`src/rtl/pio_hs_pkg.sv`:
```
package pio_hs_pkg;
  localparam int ADDR_W = 3;

  typedef enum logic [ADDR_W-1:0] {
    A_CTRL = 3'd0,
    A_STAT = 3'd1,
    A_OUT  = 3'd2,
    A_BIO  = 3'd3,
    A_DIR  = 3'd4,
    A_LAT  = 3'd5
  } reg_addr_e;

  // control fields, bit 3 down to bit 0
  typedef struct packed {
    logic ostb_pol;
    logic od_en;
    logic edge_rise;
    logic hs_mode;
  } ctrl_t;

  localparam int CTRL_W = $bits(ctrl_t);
endpackage

```
`src/rtl/pio_istb_edge.sv`:
```
module pio_istb_edge #(
  parameter int SYNC_STAGES = 2
) (
  input  logic clk,
  input  logic rst_n,
  input  logic istb,
  input  logic edge_rise,
  output logic evt
);
  logic [SYNC_STAGES:0] sh_q;
  logic [SYNC_STAGES:0] sh_d;

  always_comb begin
    sh_d = {sh_q[SYNC_STAGES-1:0], istb};
  end

  always_ff @(posedge clk or negedge rst_n) begin
    if (!rst_n) sh_q <= '0;
    else        sh_q <= sh_d;
  end

  // sh_q[SYNC_STAGES-1] is the synchronized level, sh_q[SYNC_STAGES] its previous value
  always_comb begin
    if (edge_rise) evt = sh_q[SYNC_STAGES-1] & ~sh_q[SYNC_STAGES];
    else           evt = ~sh_q[SYNC_STAGES-1] & sh_q[SYNC_STAGES];
  end
endmodule

```
`src/rtl/pio_latch_ctl.sv`:
```
module pio_latch_ctl #(
  parameter int W = 8
) (
  input  logic         clk,
  input  logic         rst_n,
  input  logic         evt,
  input  logic         hs_mode,
  input  logic [W-1:0] pins,
  input  logic         stat_rd,
  input  logic         lat_rd,
  output logic [W-1:0] latch_q,
  output logic         flag_q
);
  logic         armed_q, armed_d, flag_d;
  logic         take, latch_en;
  logic [W-1:0] latch_d;

  always_comb begin
    take     = evt & ~(hs_mode & flag_q);
    latch_en = take;
    latch_d  = pins;
    flag_d   = flag_q;
    armed_d  = armed_q;
    if (lat_rd && armed_q) begin
      flag_d  = 1'b0;
      armed_d = 1'b0;
    end
    if (stat_rd && flag_q) armed_d = 1'b1;
    if (take) flag_d = 1'b1;
  end

  always_ff @(posedge clk or negedge rst_n) begin
    if (!rst_n) begin
      flag_q  <= 1'b0;
      armed_q <= 1'b0;
    end else begin
      flag_q  <= flag_d;
      armed_q <= armed_d;
    end
  end

  always_ff @(posedge clk or negedge rst_n) begin
    if (!rst_n)        latch_q <= '0;
    else if (latch_en) latch_q <= latch_d;
  end
endmodule

```
`src/rtl/pio_ostb_gen.sv`:
```
module pio_ostb_gen (
  input  logic clk,
  input  logic rst_n,
  input  logic wr_out,
  input  logic hs_mode,
  input  logic pol,
  input  logic flag,
  output logic ostb
);
  logic pulse_q, pulse_d, active;

  always_comb begin
    pulse_d = wr_out & ~hs_mode;
  end

  always_ff @(posedge clk or negedge rst_n) begin
    if (!rst_n) pulse_q <= 1'b0;
    else        pulse_q <= pulse_d;
  end

  always_comb begin
    active = hs_mode ? ~flag : pulse_q;
    ostb   = pol ? active : ~active;
  end
endmodule

```
`src/rtl/pio_bi_pads.sv`:
```
module pio_bi_pads #(
  parameter int W = 8
) (
  input  logic [W-1:0] dir,
  input  logic [W-1:0] data,
  input  logic         od_act,
  output logic [W-1:0] pad_out,
  output logic [W-1:0] pad_oe
);
  for (genvar i = 0; i < W; i++) begin : g_bit
    always_comb begin
      if (od_act) begin
        pad_out[i] = 1'b0;
        pad_oe[i]  = dir[i] & ~data[i];
      end else begin
        pad_out[i] = data[i];
        pad_oe[i]  = dir[i];
      end
    end
  end
endmodule

```
`src/rtl/pio_hs_port.sv`:
```
module pio_hs_port
  import pio_hs_pkg::*;
#(
  parameter int DATA_W = 8,
  parameter int SYNC_STAGES = 2
) (
  input  logic              clk,
  input  logic              rst_n,
  input  logic              single_chip,
  input  logic [ADDR_W-1:0] addr,
  input  logic              wr_en,
  input  logic              rd_en,
  input  logic [DATA_W-1:0] wdata,
  output logic [DATA_W-1:0] rdata,
  output logic [DATA_W-1:0] out_pad,
  output logic              ostb,
  input  logic              istb,
  input  logic [DATA_W-1:0] bi_pin_in,
  output logic [DATA_W-1:0] bi_pad_out,
  output logic [DATA_W-1:0] bi_pad_oe
);
  localparam int PAD_W = DATA_W - CTRL_W;

  ctrl_t             ctrl_q;
  logic [DATA_W-1:0] out_q, bio_q, dir_q, latch_q;
  logic              flag_q, strobe_evt, od_act;
  logic              ctrl_we, out_we, bio_we, dir_we, stat_rd, lat_rd;

  always_comb begin
    ctrl_we = wr_en && (addr == A_CTRL);
    out_we  = wr_en && (addr == A_OUT);
    bio_we  = wr_en && (addr == A_BIO);
    dir_we  = wr_en && (addr == A_DIR);
    stat_rd = rd_en && (addr == A_STAT);
    lat_rd  = rd_en && (addr == A_LAT);
    od_act  = ctrl_q.od_en & single_chip;
  end

  always_ff @(posedge clk or negedge rst_n) begin
    if (!rst_n)       ctrl_q <= '0;
    else if (ctrl_we) ctrl_q <= ctrl_t'(wdata[CTRL_W-1:0]);
  end

  always_ff @(posedge clk or negedge rst_n) begin
    if (!rst_n)      out_q <= '0;
    else if (out_we) out_q <= wdata;
  end

  always_ff @(posedge clk or negedge rst_n) begin
    if (!rst_n)      bio_q <= '0;
    else if (bio_we) bio_q <= wdata;
  end

  always_ff @(posedge clk or negedge rst_n) begin
    if (!rst_n)      dir_q <= '0;
    else if (dir_we) dir_q <= wdata;
  end

  pio_istb_edge #(.SYNC_STAGES(SYNC_STAGES)) u_edge (
    .clk       (clk),
    .rst_n     (rst_n),
    .istb      (istb),
    .edge_rise (ctrl_q.edge_rise),
    .evt       (strobe_evt)
  );

  pio_latch_ctl #(.W(DATA_W)) u_latch (
    .clk     (clk),
    .rst_n   (rst_n),
    .evt     (strobe_evt),
    .hs_mode (ctrl_q.hs_mode),
    .pins    (bi_pin_in),
    .stat_rd (stat_rd),
    .lat_rd  (lat_rd),
    .latch_q (latch_q),
    .flag_q  (flag_q)
  );

  pio_ostb_gen u_ostb (
    .clk     (clk),
    .rst_n   (rst_n),
    .wr_out  (out_we),
    .hs_mode (ctrl_q.hs_mode),
    .pol     (ctrl_q.ostb_pol),
    .flag    (flag_q),
    .ostb    (ostb)
  );

  pio_bi_pads #(.W(DATA_W)) u_pads (
    .dir     (dir_q),
    .data    (bio_q),
    .od_act  (od_act),
    .pad_out (bi_pad_out),
    .pad_oe  (bi_pad_oe)
  );

  assign out_pad = out_q;

  always_comb begin
    unique case (addr)
      A_CTRL:  rdata = {{PAD_W{1'b0}}, ctrl_q};
      A_STAT:  rdata = {{(DATA_W-1){1'b0}}, flag_q};
      A_OUT:   rdata = out_q;
      A_BIO:   rdata = (dir_q & bio_q) | (~dir_q & bi_pin_in);
      A_DIR:   rdata = dir_q;
      A_LAT:   rdata = latch_q;
      default: rdata = '0;
    endcase
  end
endmodule

```
`config.mk`:
```
export PLATFORM = sky130hd
export DESIGN_NAME = pio_hs_port
export DESIGN_NICKNAME = d
export VERILOG_FILES = /design/src/rtl/pio_hs_pkg.sv /design/src/rtl/pio_istb_edge.sv /design/src/rtl/pio_latch_ctl.sv /design/src/rtl/pio_ostb_gen.sv /design/src/rtl/pio_bi_pads.sv /design/src/rtl/pio_hs_port.sv
export SDC_FILE = /design/constraint.sdc
export NUM_CORES = 1
export LEC_CHECK = 0
export ABC_AREA = 1
export BUFFER_PORTS_ARGS = -buffer_cell sky130_fd_sc_hd__buf_2
export CORE_AREA = 5 5 72 74
export CTS_CLUSTER_DIAMETER = 200
export DETAILED_ROUTE_END_ITERATION = 10
export DIE_AREA = 0 0 77 79
export MAX_ROUTING_LAYER = met4
export PLACE_DENSITY = 0.77
export SLEW_MARGIN = 0
export SYNTH_ARGS = -nofsm -noshare
export SYNTH_HDL_FRONTEND = slang
export SYNTH_SLANG_ARGS = --single-unit
```
`constraint.sdc`:
```
create_clock -name clk -period 1.6 [get_ports clk]
set_input_delay 0.16 -clock clk [delete_from_list [all_inputs] [get_ports clk]]
set_output_delay 0.16 -clock clk [all_outputs]
set_load 0.01 [all_outputs]
```
==> results of run 1 <==
[registers in the layout, summed over array words and instances, names as in the netlist]
register and count:
bio_q 8, dir_q 8, out_pad 8, u_latch.latch_q 8, ctrl_q 4, u_edge.sh_q 3
u_latch.armed_q 1, u_latch.flag_q 1, u_ostb.pulse_q 1
[final cells by class]
cell class,instances,area [µm²],share of cell area
inverters,32,124,0.0458
flip-flops and latches,42,1050,0.388
multi-input cells,202,1020,0.376
clock inverters,2,12.5,0.00462
well taps,54,67.6,0.0250
repair inverters,1,7.51,0.00277
clock buffers,6,82.6,0.0305
repair buffers,64,343,0.127
[worst max-delay path, delay by kind of cell, from the launching register on]
family,cells,cell delay [ps]
flip-flops,1,430
buffers and inverters,2,370
AND/OR/NAND/NOR,2,310
[per-layer routing]
metal,global-route usage,part of all wire
met4,0.0756,0.016
met5,-,0
met3,0.0408,0.058
met1,0.261,0.43
met2,0.333,0.49
[power groups by stage]
stage | sequential, W | combinational, W | clock, W
6_report | 0.00148 | 0.000900 | 0.000716
4_1_cts | 0.00147 | 0.000887 | 0.000720
3_3_place_gp | 0.00149 | 0.000865 | 0
5_1_grt | 0.00151 | 0.00102 | 0.000764
3_5_place_dp | 0.00149 | 0.000881 | 0
2_1_floorplan | 0.00144 | 0.000540 | 0
[layout by cell type, fill, tap and decap left out, drive strengths merged, types with 3 or more instances in the layout]
cell type / synthesis / final
clkbuf: 1 / 6
nand3: 28 / 28
buf: 8 / 62
clkinvlp: 0 / 3
nor2: 19 / 19
dfrtp: 42 / 42
nand4: 11 / 11
o21ai: 35 / 35
a21oi: 7 / 7
inv: 32 / 31
nand2: 97 / 97
[path summary, 6_finish.rpt]
check	slack [ps]	startpoint	end
max	40	ctrl_q[2]$_DFFE_PN0P_	bi_pad_out[1]
min	100	bi_pin_in[0]	u_latch.latch_q[0]$_DFFE_PN0P_
max reg2reg	400	ctrl_q[0]$_DFFE_PN0P_	u_latch.latch_q[4]$_DFFE_PN0P_
min reg2reg	360	u_edge.sh_q[0]$_DFF_PN0_	u_edge.sh_q[1]$_DFF_PN0_
max in group asynchronous	820	rst_n	dir_q[0]$_DFFE_PN0P_
min in group asynchronous	270	rst_n	u_edge.sh_q[0]$_DFF_PN0_
[cell families (layout without fill, tap and decap cells)]
group                  after synthesis  after routing  synth area share
XOR/XNOR                             1              1           0.00392
buffers and inverters               41            105            0.0801
AND/OR/NAND/NOR                    157            157             0.318
AO/OA/AOI/OAI                       44             44             0.128
flip-flops                          42             42             0.470
[metrics by stage]
stage	std cells	hold WS (ps)	util	setup slack [ps]	setup TNS [ps]
floorplan	285	-136	-	461	0
global placement	392	55.8	0.566	234	0
detailed placement	392	56.8	0.566	221	0
CTS	402	100	0.591	17.9	0
global route	403	125	0.597	-7.08	-7.73
finish	403	96.3	0.597	40.3	0
[repair_timing]
item | 4_1_cts | 5_1_grt
hold buffers | 2 | 0
endpoints found under the hold margin | 12 | 0
resized for setup | 0 | 6
endpoints found under the setup margin | 0 | 14
==> results.txt, run 1 <==
Worst-path clk slew - 80 ps
sequential share of power - 0.479
Worst slew margin - 0.752
worst vdd ir - 0.000549 V
worst-path cell chain - nand2_4 -> clkinvlp_4 -> nor2_1 -> buf_2
endpoints failing hold - 0
Synth area leaders - dfrtp_1 (47%), nand2_1 (15%), o21ai_2 (6.3%)
ANT cells - 0
# nets final - 373
Post-synth top cells - nand2_1 (92), dfrtp_1 (42), inv_1 (31), nand3_1 (27), o21ai_0 (17)
Placed Area - 2570 µm²
Yosys cell types - 24
Die Ht - 79 µm
largest net degree at the start of global routing - 18
crit-path max FO - 7
Core Box Area - 4540 µm²
Slew Viols, Final - 0
initial antenna violation count - 0
power per cell area - 1140 nW/µm²
Total Routed Length - 5.96 mm
Critical Path Source Type - flop
initial core utilization - 0.493
gr ovfl total - 0
Crit path required time - 1440 ps
CP Capture Type - primary output
Power Internal - 0.00198 W
clock network power share - 0.231
Max H-tree Level - 2
Synth Register Bits - 42
final instance area - 2710 µm²
setup violators final - 0
Arr. time, crit path - 1400 ps
first-pass GRT wire length - 9.87 mm
Post-synth top flop - dfrtp_1
mapped cell area - 2230 µm²
CTS tree - yes
# Max-Cap Violations - 0
1st-iter DRT viols - 200
row cnt - 25
worst skew pair latency - 300 ps
first drt pass iteration count - 5
Worst Hold Depth - 3
crit-path max cell delay - 430 ps
Worst Skew - 2.87 ps
overall die width - 77 µm
Reg2Reg Depth - 4
# fillers - 409
GPL Wtd Cong - 0.895
Synth area leader - dfrtp_1
Ys Warns - 0
Buffers on Ports - 57
switching share of total power - 0.361
Gate Count Post-Synth - 285
I/O Pins - 58
CTS Root Cell - clkbuf_8
Hold Path Class - in2reg
highest clock rate - 641 MHz
Tmin final - 1560 ps
worst-margin pin slew - 372 ps
GRT Util Overall - 0.207
Setup Buffers After CTS - 0
critical path type - reg2out
most common cell in the netlist - nand2_1
vias - 2108
Comb pwr share - 0.291
DR DRC count - 0
ys async rst share - 1.00
CP max stage cell - dfrtp_1
net count after synthesis - 310
Yosys top cell area share - 0.470
P&R area growth vs syn - 21.1%
status - finished clean
syn avg cell area - 7.84 µm²
DP Wirelength - 4.44 mm
Die ar. - 6080 µm²
fin crit share - 0.975
vias in the first global route - 2033
via-per-instance ratio - 5.23
total CTS buffers - 5
layout cell share with drive strength beyond 1 - 0.292
Antenna Nets Post-Route - 0
unrepaired setup endpoints after global routing - true
Psw - 0.00112 W
sequential cell area fraction in the yosys report - 0.470
Max Root-Sink Buffers - 2
total power - 0.00310 W
WL/cell - 14.8 µm
number of enable flip-flop cells after synthesis - 0
Leak - 1.48 nW
clk sinks - 42
Note: power is estimated with default switching activity, not from simulation.
==> inputs of run 2 (changes only) <==
Settings changed: ABC_AREA 1 to not set, CORE_AREA 5 5 72 74 to 5 5 83 62, DIE_AREA 0 0 77 79 to 0 0 88 67, PLACE_DENSITY 0.77 to 0.78.
==> run 2 against run 1 <==
  * The flow now finishes with violations (setup timing)
  * Count of clock-buffer cells in the layout shrank 1
  * Clock skew increased by 10 ps
  * Cell count shrank 27%
  * Clock power up 17%
  * Combinational power up 17%
  * Synthesized cell count decreased by 42%
  * Synthesized area down 4.1%
  * Worst setup slack worse by 54 ps
  * Largest power group unchanged
==> results.txt, run 2 <==
WL/cell - 17.7 µm (+19%)
Buffers on Ports - 57 (unchanged)
Die ar. - 5900 µm² (-3.1%)
Synth Register Bits - 42 (unchanged)
Leak - 1.28 nW (-14%)
gr ovfl total - 0 (unchanged)
setup slack after layout - -13.4 ps (-53.8 ps)
Top Metal Used - met4
Max H-tree Level - 2 (unchanged)
Psw - 0.00106 W (-5.3%)
ANT cells - 0 (unchanged)
Slew Viols, Final - 0 (unchanged)
Top Family by Delay on Critical Path - flip-flops
first-pass GRT wire length - 8.66 mm (-12%)
worst-margin pin slew - 474 ps (+102 ps)
largest net degree at the start of global routing - 25 (+7)
1st-iter DRT viols - 96 (-52%)
layout cell share with drive strength beyond 1 - 0.568 (+0.276)
sequential share of power - 0.452 (-0.027)
Arr. time, crit path - 1450 ps (+50 ps)
FF-to-FF setup slack - 200 ps (-200 ps)
Tmin final - 1610 ps (+53.8 ps)
highest clock rate - 620 MHz (-3.3%)
Yosys top cell area share - 0.490 (+0.0200)
worst-path cell chain - mux2_2 -> a221oi_2 -> a21oi_1 -> buf_2
vias - 1645 (-22%)
clock network power share - 0.242 (+0.011)
met3 WL - 304 µm (-12%)
Crit path required time - 1440 ps (about the same)
Critical Path Source Type - flop
Reg2Reg Depth - 4 (unchanged)
Worst slew margin - 0.684 (-0.0678)
DR DRC count - 0 (unchanged)
Hold Path Class - in2reg
Antenna Nets Post-Route - 0 (unchanged)
Worst Hold Depth - 2 (-1)
# nets final - 265 (-29%)
FF-to-FF Start - ctrl_q[1]$_DFFE_PN0P_
CP max stage cell - dfrtp_1
Worst Skew - 13.1 ps (+10.3 ps)
mapped cell area - 2140 µm² (-4.1%)
number of enable flip-flop cells after synthesis - 0 (unchanged)
reg2reg end - u_latch.latch_q[4]$_DFFE_PN0P_
DP Worst Slack - 132 ps (-89.4 ps)
Power Internal - 0.00239 W (+21%)
overall die width - 88 µm (+14%)
fin crit share - 1.01 (+0.0336)
power per cell area - 1250 nW/µm² (+9.5%)
CP Capture Type - primary output
first drt pass iteration count - 4 (-1)
Yosys cell types - 35 (+46%)
hold worst-path end - u_latch.latch_q[2]$_DFFE_PN0P_
WP depth - 4 (unchanged)
row cnt - 20 (-20%)
Max Root-Sink Buffers - 2 (unchanged)
Post-synth top flop - dfrtp_1
CTS tree - yes
worst skew pair latency - 310 ps (about the same)
Worst-path clk slew - 90 ps (about the same)
syn avg cell area - 13.0 µm² (+66%)
Post-synth top cells - dfrtp_1 (42), mux2_2 (42), mux2i_1 (10), and2_1 (9), a21boi_0 (8)
sequential cell area fraction in the yosys report - 0.490 (+0.0200)
critical path type - reg2out
status - complete, but fails checks
DRT met1 WL - 2.55 mm (-0.82%)
violated checks - setup timing
commonest cells after routing, fill and taps aside - buf_2 (57), dfrtp_1 (42), mux2_2 (41)
Worst Hold Launch - bi_pin_in[2]
initial core utilization - 0.507 (+0.0141)
Die Ht - 67 µm (-15%)
Synth area leader - dfrtp_1
Ys Warns - 0 (unchanged)
clk sinks - 42 (unchanged)
switching share of total power - 0.307 (-0.0538)
Gate Count Post-Synth - 165 (-42%)
Core Box Area - 4230 µm² (-6.8%)
# Max-Cap Violations - 0 (unchanged)
ys async rst share - 1.00 (unchanged)
Placed Area - 2570 µm² (about the same)
worst vdd ir - 0.000638 V (+16%)
net count after synthesis - 190 (-39%)
Buffers & Inverters on Critical Path - 1 (-1)
P&R area growth vs syn - 28.3%
unrepaired setup endpoints after global routing - true
total CTS buffers - 5 (unchanged)
worst hold slack - 94.0 ps (-2.29 ps)
I/O Pins - 58 (unchanged)
crit-path max FO - 4 (-3)
Total Routed Length - 5.23 mm (-12%)
GPL Wtd Cong - 0.848 (-5.3%)
Comb pwr share - 0.306 (+0.015)
crit-path max cell delay - 430 ps (about the same)
final instance area - 2750 µm² (+1.6%)
most common cell after layout, fill and taps aside - buf_2
CTS Root Cell - clkbuf_8
initial antenna violation count - 0 (unchanged)
vias in the first global route - 1725 (-15%)
setup violators final - 2 (+2)
endpoints failing hold - 0 (unchanged)
DP Wirelength - 3.78 mm (-15%)
Met2 Wirelength - 2.31 mm (-21%)
via-per-instance ratio - 5.56 (+6.2%)
Synth area leaders - dfrtp_1 (49%), mux2_2 (22%), mux2i_1 (4.7%)
GRT Util Overall - 0.199 (-0.00778)
-- run 2: cell count changes in the layout (fill, tap and decap cells not counted), sizes merged, moves of 8 or more --
cell / change
mux2: +42
nand2: -94
a21boi: +8
buf: +11
mux2i: +10
nand4: -10
inv: -29
and2: +9
o21ai: -34
nand3: -28
nor2: -17
-- run 2: worst max path at each step --
stage / slack (ps) / to / start
floorplan: 240 / u_latch.latch_q[0]$_DFFE_PN0P_ / ctrl_q[1]$_DFFE_PN0P_
global placement: 180 / dir_q[0]$_DFFE_PN0P_ / addr[1]
detailed placement: 130 / dir_q[0]$_DFFE_PN0P_ / addr[2]
CTS: 0.5 / rdata[2] / dir_q[2]$_DFFE_PN0P_
global route: -90 / rdata[2] / ctrl_q[2]$_DFFE_PN0P_
finish: -10 / rdata[2] / ctrl_q[2]$_DFFE_PN0P_
-- run 2: cell families after synthesis --
family | synth area share
multiplexers | 0.267
flip-flops | 0.490
AO/OA/AOI/OAI | 0.111
AND/OR/NAND/NOR | 0.105
buffers and inverters | 0.0222
XOR/XNOR | 0.00409
-- run 2: timing repair --
action                                  in CTS  in global routing
hold buffers                                 2                  0
endpoints found under the hold margin       19                  0
gates resized for setup                      3                  4
endpoints found under the setup margin       4                 11
pin swaps                                    0                  1
setup buffers                                2                  1
-- run 2: power by group through the flow --
stage	Combinational [W]	Clock, W	Sequential, W
2_1_floorplan	0.000637	0	0.00153
4_1_cts	0.00104	0.000843	0.00155
5_1_grt	0.00115	0.000897	0.00160
3_3_place_gp	0.000986	0	0.00156
3_5_place_dp	0.00100	0	0.00157
6_report	0.00105	0.000836	0.00156
-- run 2: metal layers --
layer  vias up  global-route usage
li1        768                   -
met4         0              0.0460
met2        48               0.297
met3         7              0.0457
met1       822               0.276
met5         -                   -
-- run 2: final cells by class --
type,count,area [µm²]
Timing Repair Buffer,75,438
Tap cell,55,68.8
Multi-Input combinational cell,114,1080
Clock buffer,5,68.8
Fill cell,344,1480
Sequential cell,42,1050
Inverter,2,7.51
Clock inverter,3,40.0
-- run 2: per-stage QoR --
step | setup TNS (ps) | util | power [W] | cells
after floorplan | 0 | - | 0.00217 | 165
after global placement | 0 | 0.607 | 0.00255 | 283
after detailed placement | 0 | 0.607 | 0.00258 | 283
after CTS | 0 | 0.644 | 0.00344 | 295
after global routing | -346 | 0.650 | 0.00365 | 296
final | -14.2 | 0.650 | 0.00345 | 296
==> inputs of run 3 (changes only) <==
Settings changed: CELL_PAD_IN_SITES_DETAIL_PLACEMENT set to 0, CELL_PAD_IN_SITES_GLOBAL_PLACEMENT set to 1, CORE_AREA 5 5 83 62 to 5 5 58 111, DIE_AREA 0 0 88 67 to 0 0 63 116, PLACE_DENSITY 0.78 to not set, PLACE_DENSITY_LB_ADDON set to 0.1.
==> run 3 against run 2 <==
  * The run now ends clean
  * Wire length rose by 8.6%
  * Combinational power rose by 4%
  * First-iteration DRC count fell by 67%
  * Register-to-register slack got worse by 120 ps
  * Sequential share of layout area fell by 0.14 points
  * Fmax rose by 2.7%
  * Clock power fell by 21%
  * Worst setup slack improved by 42 ps
  * Largest cell class unchanged
  * Largest power group unchanged
  * Highest routed layer unchanged
==> results.txt, run 3 (synthesized netlist as in run 2, its figures left out) <==
Top Metal Used - met4
met3 WL - 226 µm (-26%)
WL/cell - 18.7 µm (+6.1%)
DR DRC count - 0 (unchanged)
Tmin final - 1570 ps (-42.0 ps)
Worst slew margin - 0.780 (+0.0960)
GRT Util Overall - 0.163 (-0.0357)
overall die width - 63 µm (-28%)
crit-path max cell delay - 400 ps (-30 ps)
largest net degree at the start of global routing - 43 (+72%)
CP Capture Type - primary output
first drt pass iteration count - 4 (unchanged)
total CTS buffers - 5 (unchanged)
1st-iter DRT viols - 32 (-67%)
CP max stage cell - dfrtp_1
I/O Pins - 58 (unchanged)
DP Wirelength - 4.26 mm (+13%)
Core Box Area - 5470 µm² (+29%)
power per cell area - 1200 nW/µm² (-4.3%)
worst skew pair latency - 290 ps (-20 ps)
P&R area growth vs syn - 28.8%
DP Worst Slack - 94.5 ps (-37.4 ps)
initial core utilization - 0.392 (-0.115)
DRT met1 WL - 2.19 mm (-14%)
unrepaired setup endpoints after global routing - true
setup slack after layout - 28.5 ps (+42.0 ps)
vias - 1642 (-0.18%)
# Max-Cap Violations - 0 (unchanged)
Buffers on Ports - 57 (unchanged)
critical path type - reg2out
vias in the first global route - 1801 (+4.4%)
CTS tree - yes
gr ovfl total - 0 (unchanged)
crit-path max FO - 4 (unchanged)
worst hold slack - 111 ps (+16.8 ps)
Critical Path Source Type - flop
worst vdd ir - 0.000754 V (+18%)
clk sinks - 42 (unchanged)
Met2 Wirelength - 3.16 mm (+37%)
endpoints failing hold - 0 (unchanged)
via-per-instance ratio - 5.42 (-2.5%)
# fillers - 488 (+42%)
Reg2Reg Depth - 5 (+1)
worst-margin pin slew - 329 ps (-145 ps)
commonest cells after routing, fill and taps aside - buf_2 (57), dfrtp_1 (42), mux2_2 (39)
Crit path required time - 1440 ps (about the same)
Worst Hold Depth - 2 (unchanged)
Total Routed Length - 5.67 mm (+8.6%)
status - finished clean
Arr. time, crit path - 1410 ps (-40 ps)
Max H-tree Level - 2 (unchanged)
fin crit share - 0.982 (-0.0262)
initial antenna violation count - 0 (unchanged)
Worst-path clk slew - 80 ps (about the same)
Die ar. - 7310 µm² (+24%)
Die Ht - 116 µm (+73%)
Leak - 1.28 nW (+0.21%)
Hold Path Class - in2reg
Max Root-Sink Buffers - 2 (unchanged)
CTS Root Cell - clkbuf_8
Worst Skew - 10.6 ps (-2.49 ps)
# nets final - 268 (+1.1%)
highest clock rate - 636 MHz (+2.7%)
GPL Wtd Cong - 0.799 (-5.8%)
worst-path cell chain - mux2_2 -> a22oi_1 -> a21oi_1 -> buf_2
first-pass GRT wire length - 9.08 mm (+4.9%)
Antenna Nets Post-Route - 0 (unchanged)
most common cell after layout, fill and taps aside - buf_2
setup tns final - 0 ps (+14.2 ps)
ANT cells - 0 (unchanged)
setup violators final - 0 (-2)
layout cell share with drive strength beyond 1 - 0.568 (about the same)
Slew Viols, Final - 0 (unchanged)
row cnt - 38 (+90%)
[run 3: layout make-up]
class                      instances  area, µm²  share of cell area
timing repair buffer              78        460               0.167
tap                               60       75.1              0.0272
inverter                           2       7.51             0.00272
multi-input combinational        114       1090               0.393
clock buffer                       6       72.6              0.0263
clock inverter                     1       7.51             0.00272
sequential                        42       1050               0.381
[run 3: metal layers]
metal,vias up,GRT usage
met4,0,0.0567
met1,816,0.182
met2,42,0.286
met3,9,0.0330
li1,775,-
met5,-,-
[run 3: timing repair]
item	CTS	global route
hold endpoints to repair	43	0
cloned	0	0
pin swaps	0	2
setup buffers	2	3
resized for setup	2	7
hold buffers	2	0
endpoints found under the setup margin	2	7
[run 3: per-stage QoR]
stage          cells  utilization  area [µm²]  power, W
6_report         303        0.505        2760   0.00331
3_3_place_gp     289        0.472        2580   0.00257
4_1_cts          300        0.495        2710   0.00331
2_1_floorplan    165            -        2140   0.00217
5_1_grt          303        0.505        2760   0.00352
3_5_place_dp     289        0.472        2580   0.00261
[run 3: critical path: cells and delay by family (launching register included)]
family                 cells  cell delay, ps
DFF                        1             400
AOI/OAI and AO/OA          2             230
buffers and inverters      1             150
muxes                      1             350
[run 3: power breakdown]
part | switching (W) | internal (W) | leakage, nW
Sequential | 0.000224 | 0.00134 | 0.499
Combinational | 0.000474 | 0.000614 | 0.744
Clock | 0.000360 | 0.000300 | 0.0373
Total | 0.00106 | 0.00225 | 1.28
[run 3: worst paths after layout]
path / startpoint / endpoint / slack, ps
max in group asynchronous: rst_n / bio_q[0]$_DFFE_PN0P_ / 1020
hold / removal: rd_en / u_latch.armed_q$_DFFE_PN0P_ / 110
min in group asynchronous: rst_n / u_ostb.pulse_q$_DFF_PN0_ / 370
hold reg to reg: u_edge.sh_q[0]$_DFF_PN0_ / u_edge.sh_q[1]$_DFF_PN0_ / 360
setup / recovery: dir_q[3]$_DFFE_PN0P_ / rdata[3] / 30
setup reg to reg: ctrl_q[1]$_DFFE_PN0P_ / u_latch.latch_q[0]$_DFFE_PN0P_ / 80
